### src/rtl/eprom_rd_pkg.sv
package eprom_rd_pkg;

    typedef enum logic [2:0] {
        ST_IDLE,
        ST_ADDR,
        ST_RDEN_WAIT,
        ST_SAMPLE,
        ST_FLOAT
    } rd_state_e;

    typedef struct packed {
        logic launch;
        logic rden_on;
        logic capture;
    } seq_ctl_t;

    function automatic int unsigned ns_to_cyc(input int unsigned ns, input int unsigned per_ns);
        return (ns + per_ns - 1) / per_ns;
    endfunction

    function automatic int unsigned max_u(input int unsigned a, input int unsigned b);
        return (a > b) ? a : b;
    endfunction

endpackage

### src/rtl/eprom_rd_seq.sv
module eprom_rd_seq
    import eprom_rd_pkg::*;
#(
    parameter int unsigned OE_LEAD   = 4,
    parameter int unsigned SAMP_AT   = 9,
    parameter int unsigned FLOAT_CYC = 3,
    parameter int unsigned CNT_W     = 4
) (
    input  logic     clk,
    input  logic     rst,
    input  logic     req_valid,
    output logic     idle,
    output seq_ctl_t ctl
);
    rd_state_e  state;
    logic [CNT_W-1:0] cnt;
    logic [CNT_W-1:0] cnt_inc;

    assign cnt_inc = cnt + 1'b1;
    assign idle    = (state == ST_IDLE);

    generate
        if (OE_LEAD == 0) begin : g_rden_at_launch
            assign ctl.rden_on = (state == ST_IDLE) && req_valid;
        end else begin : g_rden_late
            assign ctl.rden_on = (state == ST_ADDR) && (cnt_inc == CNT_W'(OE_LEAD));
        end
    endgenerate

    assign ctl.launch  = (state == ST_IDLE) && req_valid;
    assign ctl.capture = (state == ST_SAMPLE);

    always_ff @(posedge clk) begin
        if (rst) begin
            state <= ST_IDLE;
            cnt   <= '0;
        end else begin
            case (state)
                ST_IDLE: begin
                    cnt <= '0;
                    if (req_valid) begin
                        state <= (OE_LEAD == 0) ? ST_RDEN_WAIT : ST_ADDR;
                    end
                end
                ST_ADDR: begin
                    cnt <= cnt_inc;
                    if (cnt_inc == CNT_W'(OE_LEAD)) begin
                        state <= ST_RDEN_WAIT;
                    end
                end
                ST_RDEN_WAIT: begin
                    cnt <= cnt_inc;
                    if (cnt_inc >= CNT_W'(SAMP_AT)) begin
                        state <= ST_SAMPLE;
                    end
                end
                ST_SAMPLE: begin
                    cnt   <= '0;
                    state <= (FLOAT_CYC == 0) ? ST_IDLE : ST_FLOAT;
                end
                ST_FLOAT: begin
                    cnt <= cnt_inc;
                    if (cnt_inc >= CNT_W'(FLOAT_CYC)) begin
                        state <= ST_IDLE;
                    end
                end
                default: begin
                    state <= ST_IDLE;
                    cnt   <= '0;
                end
            endcase
        end
    end
endmodule

### src/rtl/eprom_rd_bus.sv
module eprom_rd_bus
    import eprom_rd_pkg::*;
#(
    parameter int unsigned ADDR_W = 18
) (
    input  logic              clk,
    input  logic              rst,
    input  seq_ctl_t          ctl,
    input  logic [ADDR_W-1:0] req_addr,
    output logic [ADDR_W-1:0] mem_addr,
    output logic              mem_sel_n,
    output logic              mem_rden_n
);
    always_ff @(posedge clk) begin
        if (rst) begin
            mem_addr   <= '0;
            mem_sel_n  <= 1'b1;
            mem_rden_n <= 1'b1;
        end else begin
            if (ctl.launch) begin
                mem_addr  <= req_addr;
                mem_sel_n <= 1'b0;
            end
            if (ctl.rden_on) begin
                mem_rden_n <= 1'b0;
            end
            if (ctl.capture) begin
                mem_sel_n  <= 1'b1;
                mem_rden_n <= 1'b1;
            end
        end
    end
endmodule

### src/rtl/eprom_rd_capture.sv
module eprom_rd_capture
    import eprom_rd_pkg::*;
#(
    parameter int unsigned DATA_W = 16
) (
    input  logic              clk,
    input  logic              rst,
    input  seq_ctl_t          ctl,
    input  logic [DATA_W-1:0] mem_data_in,
    output logic              rsp_valid,
    output logic [DATA_W-1:0] rsp_data
);
    always_ff @(posedge clk) begin
        if (rst) begin
            rsp_valid <= 1'b0;
            rsp_data  <= '0;
        end else begin
            rsp_valid <= ctl.capture;
            if (ctl.capture) begin
                rsp_data <= mem_data_in;
            end
        end
    end
endmodule

### src/rtl/eprom_rd_ctrl.sv
module eprom_rd_ctrl
    import eprom_rd_pkg::*;
#(
    parameter int unsigned ADDR_W        = 18,
    parameter int unsigned DATA_W        = 16,
    parameter int unsigned CLK_NS        = 10,
    parameter int unsigned ADDR_DATA_NS  = 90,
    parameter int unsigned SEL_DATA_NS   = 90,
    parameter int unsigned RDEN_DATA_NS  = 50,
    parameter int unsigned FLOAT_NS      = 30
) (
    input  logic              clk,
    input  logic              rst,
    input  logic              req_valid,
    output logic              req_ready,
    input  logic [ADDR_W-1:0] req_addr,
    output logic              rsp_valid,
    output logic [DATA_W-1:0] rsp_data,
    output logic [ADDR_W-1:0] mem_addr,
    output logic              mem_sel_n,
    output logic              mem_rden_n,
    input  logic [DATA_W-1:0] mem_data_in
);
    localparam int unsigned ADDR_CYC  = ns_to_cyc(ADDR_DATA_NS, CLK_NS);
    localparam int unsigned SEL_CYC   = ns_to_cyc(SEL_DATA_NS, CLK_NS);
    localparam int unsigned RDEN_CYC  = ns_to_cyc(RDEN_DATA_NS, CLK_NS);
    localparam int unsigned FLOAT_CYC = ns_to_cyc(FLOAT_NS, CLK_NS);
    localparam int unsigned VALID_CYC = max_u(ADDR_CYC, SEL_CYC);
    localparam int unsigned OE_LEAD   = (VALID_CYC > RDEN_CYC) ? VALID_CYC - RDEN_CYC : 0;
    localparam int unsigned SAMP_AT   = max_u(max_u(VALID_CYC, OE_LEAD + RDEN_CYC), 1);
    localparam int unsigned CNT_W     = $clog2(max_u(SAMP_AT, FLOAT_CYC) + 2);

    seq_ctl_t ctl;
    logic     idle;

    eprom_rd_seq #(
        .OE_LEAD  (OE_LEAD),
        .SAMP_AT  (SAMP_AT),
        .FLOAT_CYC(FLOAT_CYC),
        .CNT_W    (CNT_W)
    ) u_seq (
        .clk      (clk),
        .rst      (rst),
        .req_valid(req_valid),
        .idle     (idle),
        .ctl      (ctl)
    );

    eprom_rd_bus #(
        .ADDR_W(ADDR_W)
    ) u_bus (
        .clk       (clk),
        .rst       (rst),
        .ctl       (ctl),
        .req_addr  (req_addr),
        .mem_addr  (mem_addr),
        .mem_sel_n (mem_sel_n),
        .mem_rden_n(mem_rden_n)
    );

    eprom_rd_capture #(
        .DATA_W(DATA_W)
    ) u_cap (
        .clk        (clk),
        .rst        (rst),
        .ctl        (ctl),
        .mem_data_in(mem_data_in),
        .rsp_valid  (rsp_valid),
        .rsp_data   (rsp_data)
    );

    assign req_ready = idle;
endmodule

### config.mk
export PLATFORM = sky130hd
export DESIGN_NAME = eprom_rd_ctrl
export DESIGN_NICKNAME = d
export VERILOG_FILES = /design/src/rtl/eprom_rd_pkg.sv /design/src/rtl/eprom_rd_seq.sv /design/src/rtl/eprom_rd_bus.sv /design/src/rtl/eprom_rd_capture.sv /design/src/rtl/eprom_rd_ctrl.sv
export SDC_FILE = /design/constraint.sdc
export NUM_CORES = 1
export LEC_CHECK = 0
export ABC_AREA = 0
export BUFFER_PORTS_ARGS = -buffer_cell sky130_fd_sc_hd__clkbuf_2
export CAP_MARGIN = 20
export CELL_PAD_IN_SITES_DETAIL_PLACEMENT = 1
export CELL_PAD_IN_SITES_GLOBAL_PLACEMENT = 1
export CORE_MARGIN = 1.5
export CORE_UTILIZATION = 31
export DETAILED_ROUTE_END_ITERATION = 10
export GPL_ROUTABILITY_DRIVEN = 1
export GPL_TIMING_DRIVEN = 0
export PLACE_DENSITY = 0.76
export SLEW_MARGIN = 10
export SYNTH_ARGS = -nofsm -noshare
export SYNTH_HDL_FRONTEND = slang
export SYNTH_HIERARCHICAL = 1
export SYNTH_SLANG_ARGS = --single-unit
export TNS_END_PERCENT = 10
### constraint.sdc
create_clock -name clk -period 1.5 [get_ports clk]
set_clock_uncertainty 0.15 [all_clocks]
set_input_delay 0.3 -clock clk [delete_from_list [all_inputs] [get_ports clk]]
set_output_delay 0.3 -clock clk [all_outputs]
set_load 0.02 [all_outputs]
-- Yosys cells after proc, flatten, opt, wreduce, memory -nomap -nowiden
Cells that the tools add are included.
- add/sub/neg operators: 1
- magnitude comparators: 2
- equality and inequality tests: 9
- mux-type cells: 5
- bitwise operators: 1
- reduce and logical (&&, ||, !) cells: 7
- operators by type and width (operator ; number):
    $pmux 3 s5 ; 1
    $mux 3 ; 4
    $eq 3x2->1 const B ; 2
    $add 4x1->4 const B ; 1
    $eq 4x3->1 const B ; 1
    $ge 4x2->1 const B ; 1
    $ge 4x4->1 const B ; 1
    $ne 2x1->1 const B ; 2
    $ne 2x2->1 const B ; 2
    $reduce_and 4->1 ; 1
    $reduce_or 2->1 ; 2
    $eq 3x1->1 const B ; 1
    $eq 3x3->1 const B ; 1
    $logic_not 3->1 ; 1
    $reduce_or 3->1 ; 1
    $logic_and 1x1->1 ; 2
    $not 1->1 ; 1
- flip-flop bits (word level): 44
- input port bits: 37
- output and inout bits: 38

-- Longest topological paths before layout
- depth in word-level cells: 4
- depth in mapped cells: 7
- depth with buffers taken out: 6

-- Modules after synthesis
The synthesis kept the hierarchy.
- modules (own cells, without submodules) (module ; times used ; cells each ; area an instance (µm²) ; seq. area each (µm²)):
    eprom_rd_bus ; 1 ; 65 ; 710.7 ; 400.4
    eprom_rd_capture ; 1 ; 54 ; 608.1 ; 340.3
    eprom_rd_seq ; 1 ; 53 ; 471.7 ; 140.1

-- Worst setup path after synthesis
Ideal clock, no wire load.
- path type: register to register
- from: reg u_seq.state[0]
- to: reg u_bus.mem_addr[10]
- setup time: 117 ps
- arrival: 1693 ps
- path slack: -460 ps
- cell stages (with the launch flop): 8
- buffers on the path: 3
- clock period less this slack: 1960 ps
- cell sequence: dfxtp_1 -> buf_6 -> nor3_1 -> and2_1 -> buf_6 -> buf_12 -> mux2i_1 -> nor2_1
- RTL lines (item ; RTL line ; source):
    start: declaration ; eprom_rd_seq.sv:15 ; rd_state_e state;
    start signal: assignment ; eprom_rd_seq.sv:42 ; state <= (OE_LEAD == 0) ? ST_RDEN_WAIT : ST_ADDR;
    start signal: assignment ; eprom_rd_seq.sv:59 ; state <= (FLOAT_CYC == 0) ? ST_IDLE : ST_FLOAT;
    end signal: assignment ; eprom_rd_bus.sv:21 ; mem_addr <= req_addr;
    end: declaration ; eprom_rd_bus.sv:10 ; output logic [ADDR_W-1:0] mem_addr,

-- Worst setup path after layout
- from: reg u_seq.cnt[1]
- to: reg u_seq.state[0]
- word-level cells in the longest chain between the ends: 4
- elaborated cells between the ends (all ways): 8
- those cells by class: add/sub (1); order compare (2); eq/ne (4); reduce/logical (1)
- RTL lines (item ; RTL line ; source):
    start: declaration ; eprom_rd_seq.sv:16 ; logic [CNT_W-1:0] cnt;
    start signal: assignment ; eprom_rd_seq.sv:46 ; cnt <= cnt_inc;
    start signal: assignment ; eprom_rd_seq.sv:52 ; cnt <= cnt_inc;
    start signal: assignment ; eprom_rd_seq.sv:62 ; cnt <= cnt_inc;
    $add 4x1->4 (*) ; eprom_rd_seq.sv:19 ; assign cnt_inc = cnt + 1'b1;
    $ge 4x2->1 (tied with other cells) ; eprom_rd_seq.sv:63 ; if (cnt_inc >= CNT_W'(FLOAT_CYC)) begin
    $ne 2x1->1 (no source line) or $ne 2x2->1 (tied branches) ; -- ;
    $reduce_and 4->1 (no source line) (*) ; -- ;
Mark *: on every way between the ends. The rest lies on a longest branch, timed or not.
A chain may end at the register's enable or synchronous reset.

==> summary.txt <==
status: complete, but fails checks
failing checks: setup timing
Die ar.: 0.00624 mm^2
hold path cells: 3
number of synthesized register bits: 44
Hold Crit Start: mem_data_in[8]
Root Buffer Master: clkbuf_8
MaxCap Viol Count: 0
Slew HR: 78.6%
TritonCTS Buffers: 5
drt pass-1 iters: 3
crit share post-route: 108%
Vias: 1497
syn avg cell area: 10.4 um^2
Initial Util: 32.3%
number of antenna violations at the first check in global routing: 0
R2R cell count: 5
gr ovfl total: 0
RR Startpoint: u_seq/cnt[1]
clock latency on the worst-skew pair: 290 ps
switching share of power: 23.3%
1st-iter DRT viols: 53
dpl ws: -276 ps
critical path fanouts, max: 7
YS warnings: 6
Core Box Area: 0.00554 mm^2
Max Transition Viols Final: 0
library cells used by synthesis: 32
wire length per cell: 12.5 um
post-layout util: 46.7%
DRT Wirelength: 4200 um
# rows: 27
Mapped Area: 0.00179 mm^2
WS Path Type: reg -> reg
IO Count: 75
share of power burned in combinational logic: 13.1%
hold endpoint: u_cap/rsp_data[8]
FF-to-FF End: u_seq/state[0]
die height: 79 um
Worst Path Arrival: 1650 ps
Pint: 1860 uW
CP endpoint kind: flop
Nets: 303
port bufs: 74
CTS H-tree depth: 2
most frequent cells in the layout: clkbuf_2, nor2_1, dfxtp_1
Final Hold Vio Count: 0
commonest non-fill, non-tap cell in the layout: clkbuf_2
Tot GR Track Use: 13.3%
Setup WS post-layout: -118 ps
Design Area, Final: 0.00259 mm^2
post-cts hold buffer count: 0
Max VDD drop: 0.495 mV
actual slew at the worst max-slew pin: 317 ps
Hold/Removal Path Class: in -> reg
first-pass GRT wire length: 6520 um
Seq pwr share: 50.8%
Data required, critical path: 1530 ps
Pwr Density: 935 mW/mm^2
post-DP HPWL: 3020 um
Min Clock Period, post-route: 1620 ps
Max Freq: 618 MHz
Via-to-Cell Ratio: 4.47
CTS tree: done
r2r setup slk: -120 ps
share of cells above drive strength 1: 45.6%
number of global-route vias before repair: 1513
synthesis-to-finish area growth: 44.4%
total power: 2420 uW
Final ANT Viol Nets: 0
switching power: 562 uW
Synth Net Count: 213
CTS clk-pin slew, worst paths: 80 ps
Startpoint Class: flop
sequential share of the synthesized area: 49.2%
Final setup viols: 31
DP Area: 0.00227 mm^2
TNS Setup: -1370 ps
DIE WIDTH: 79 um
RSZ-0062 raised after global routing: true
clock sinks: 44
Post-Synthesis Cells: 172
Max clock buf depth: 2
LEAKAGE: 0.00117 uW
drt drc: 0
Antenna Cells: 0
Clock Power Share: 36.0%
largest net degree at the start of global routing: 14
GPL Wtd Cong: 0.758
[flip-flops by register name, summed over array words and instances, names as in the netlist]
register	cells
u_bus/mem_sel_n	1
u_cap/rsp_valid	1
u_seq/state	3
u_cap/rsp_data	16
u_bus/mem_rden_n	1
u_bus/mem_addr	18
u_seq/cnt	4
[cell families after synthesis]
logic type,count (synthesis),synth area share (%)
buffers and inverters,18,7.34
adders and majority gates,4,2.80
muxes,34,19.0
xor gates and xnor gates,2,0.979
DFF,44,49.2
AOI/OAI and AO/OA,11,4.68
and+or+nand+nor,59,16.0
[what timing repair did]
item                       CTS  global route
buffers inserted             1             6
gates cloned                 0             2
setup endpoints to repair   31            44
gates resized for setup     20             6
pin swaps                    7             6
[synthesized netlist by cell type, drive strengths merged]
cell	count	area, um^2
a21boi	2	15.0
a21oi	2	10.0
a31oi	1	6.26
and2	2	12.5
and2b	1	7.51
and3b	1	8.76
and4bb	1	12.5
buf	10	101
dfxtp	44	881
ha	4	50.1
inv	8	30.0
mux2i	34	340
nand2	1	3.75
nand3	1	5.00
nand3b	2	15.0
nand4bb	1	11.3
nor2	40	150
nor2b	2	15.0
nor3	3	15.0
nor3b	2	15.0
nor4	1	6.26
nor4b	1	8.76
o21ai	3	15.0
o311ai	1	16.3
o31a	1	8.76
o31ai	1	12.5
xnor2	1	8.76
xor2	1	8.76
[metal layers]
layer | vias up | GRT usage, % | routed length [um]
met4 | 0 | 4.74 | 48
met2 | 50 | 24.1 | 2100
met5 | - | 0 | 0
met3 | 7 | 3.56 | 238
met1 | 687 | 14.9 | 1810
li1 | 753 | - | -
[worst max-delay path by stage]
stage / start / endpoint / cells past startpoint
4_1_cts: u_seq/cnt[0] / u_seq/state[0] / 5
6_report: u_seq/cnt[1] / u_seq/state[0] / 5
3_3_place_gp: u_seq/cnt[0] / u_seq/state[0] / 6
5_1_grt: u_seq/state[1] / u_cap/rsp_data[5] / 7
2_1_floorplan: u_seq/state[1] / u_bus/mem_addr[10] / 7
3_5_place_dp: u_seq/cnt[0] / u_seq/state[0] / 6
[final cells by class]
class                      instances  area (um^2)
timing repair buffer              83          488
clock buffer                       6         72.6
fill                             644         2950
inverter                           8         30.0
clock inverter                     2         35.0
sequential                        44          891
multi-input combinational        110          866
tap                               72         90.1
buffer                            10          114
[power groups by stage]
stage	Clock (uW)	Combinational, uW	Sequential [uW]
6_report	872	317	1230
5_1_grt	957	348	1230
4_1_cts	903	296	1230
3_5_place_dp	0	286	1260
3_3_place_gp	0	281	1250
2_1_floorplan	0	132	1300
[critical path: stages, from the launching register on]
cell and delay [ps]:
dfxtp_4 380, ha_4 180, nand3b_1 200, o31ai_4 230, nor3_1 70, o31a_1 300
[per-stage QoR]
| stage | cells | hold slack (ps) |
|---|---|---|
| final | 335 | 94.1 |
| after global routing | 335 | 94.4 |
| after CTS | 327 | 86.1 |
| after detailed placement | 318 | 304 |
| after global placement | 318 | 289 |
| after floorplan | 172 | 229 |
Note: power is estimated with default switching activity, not from simulation.
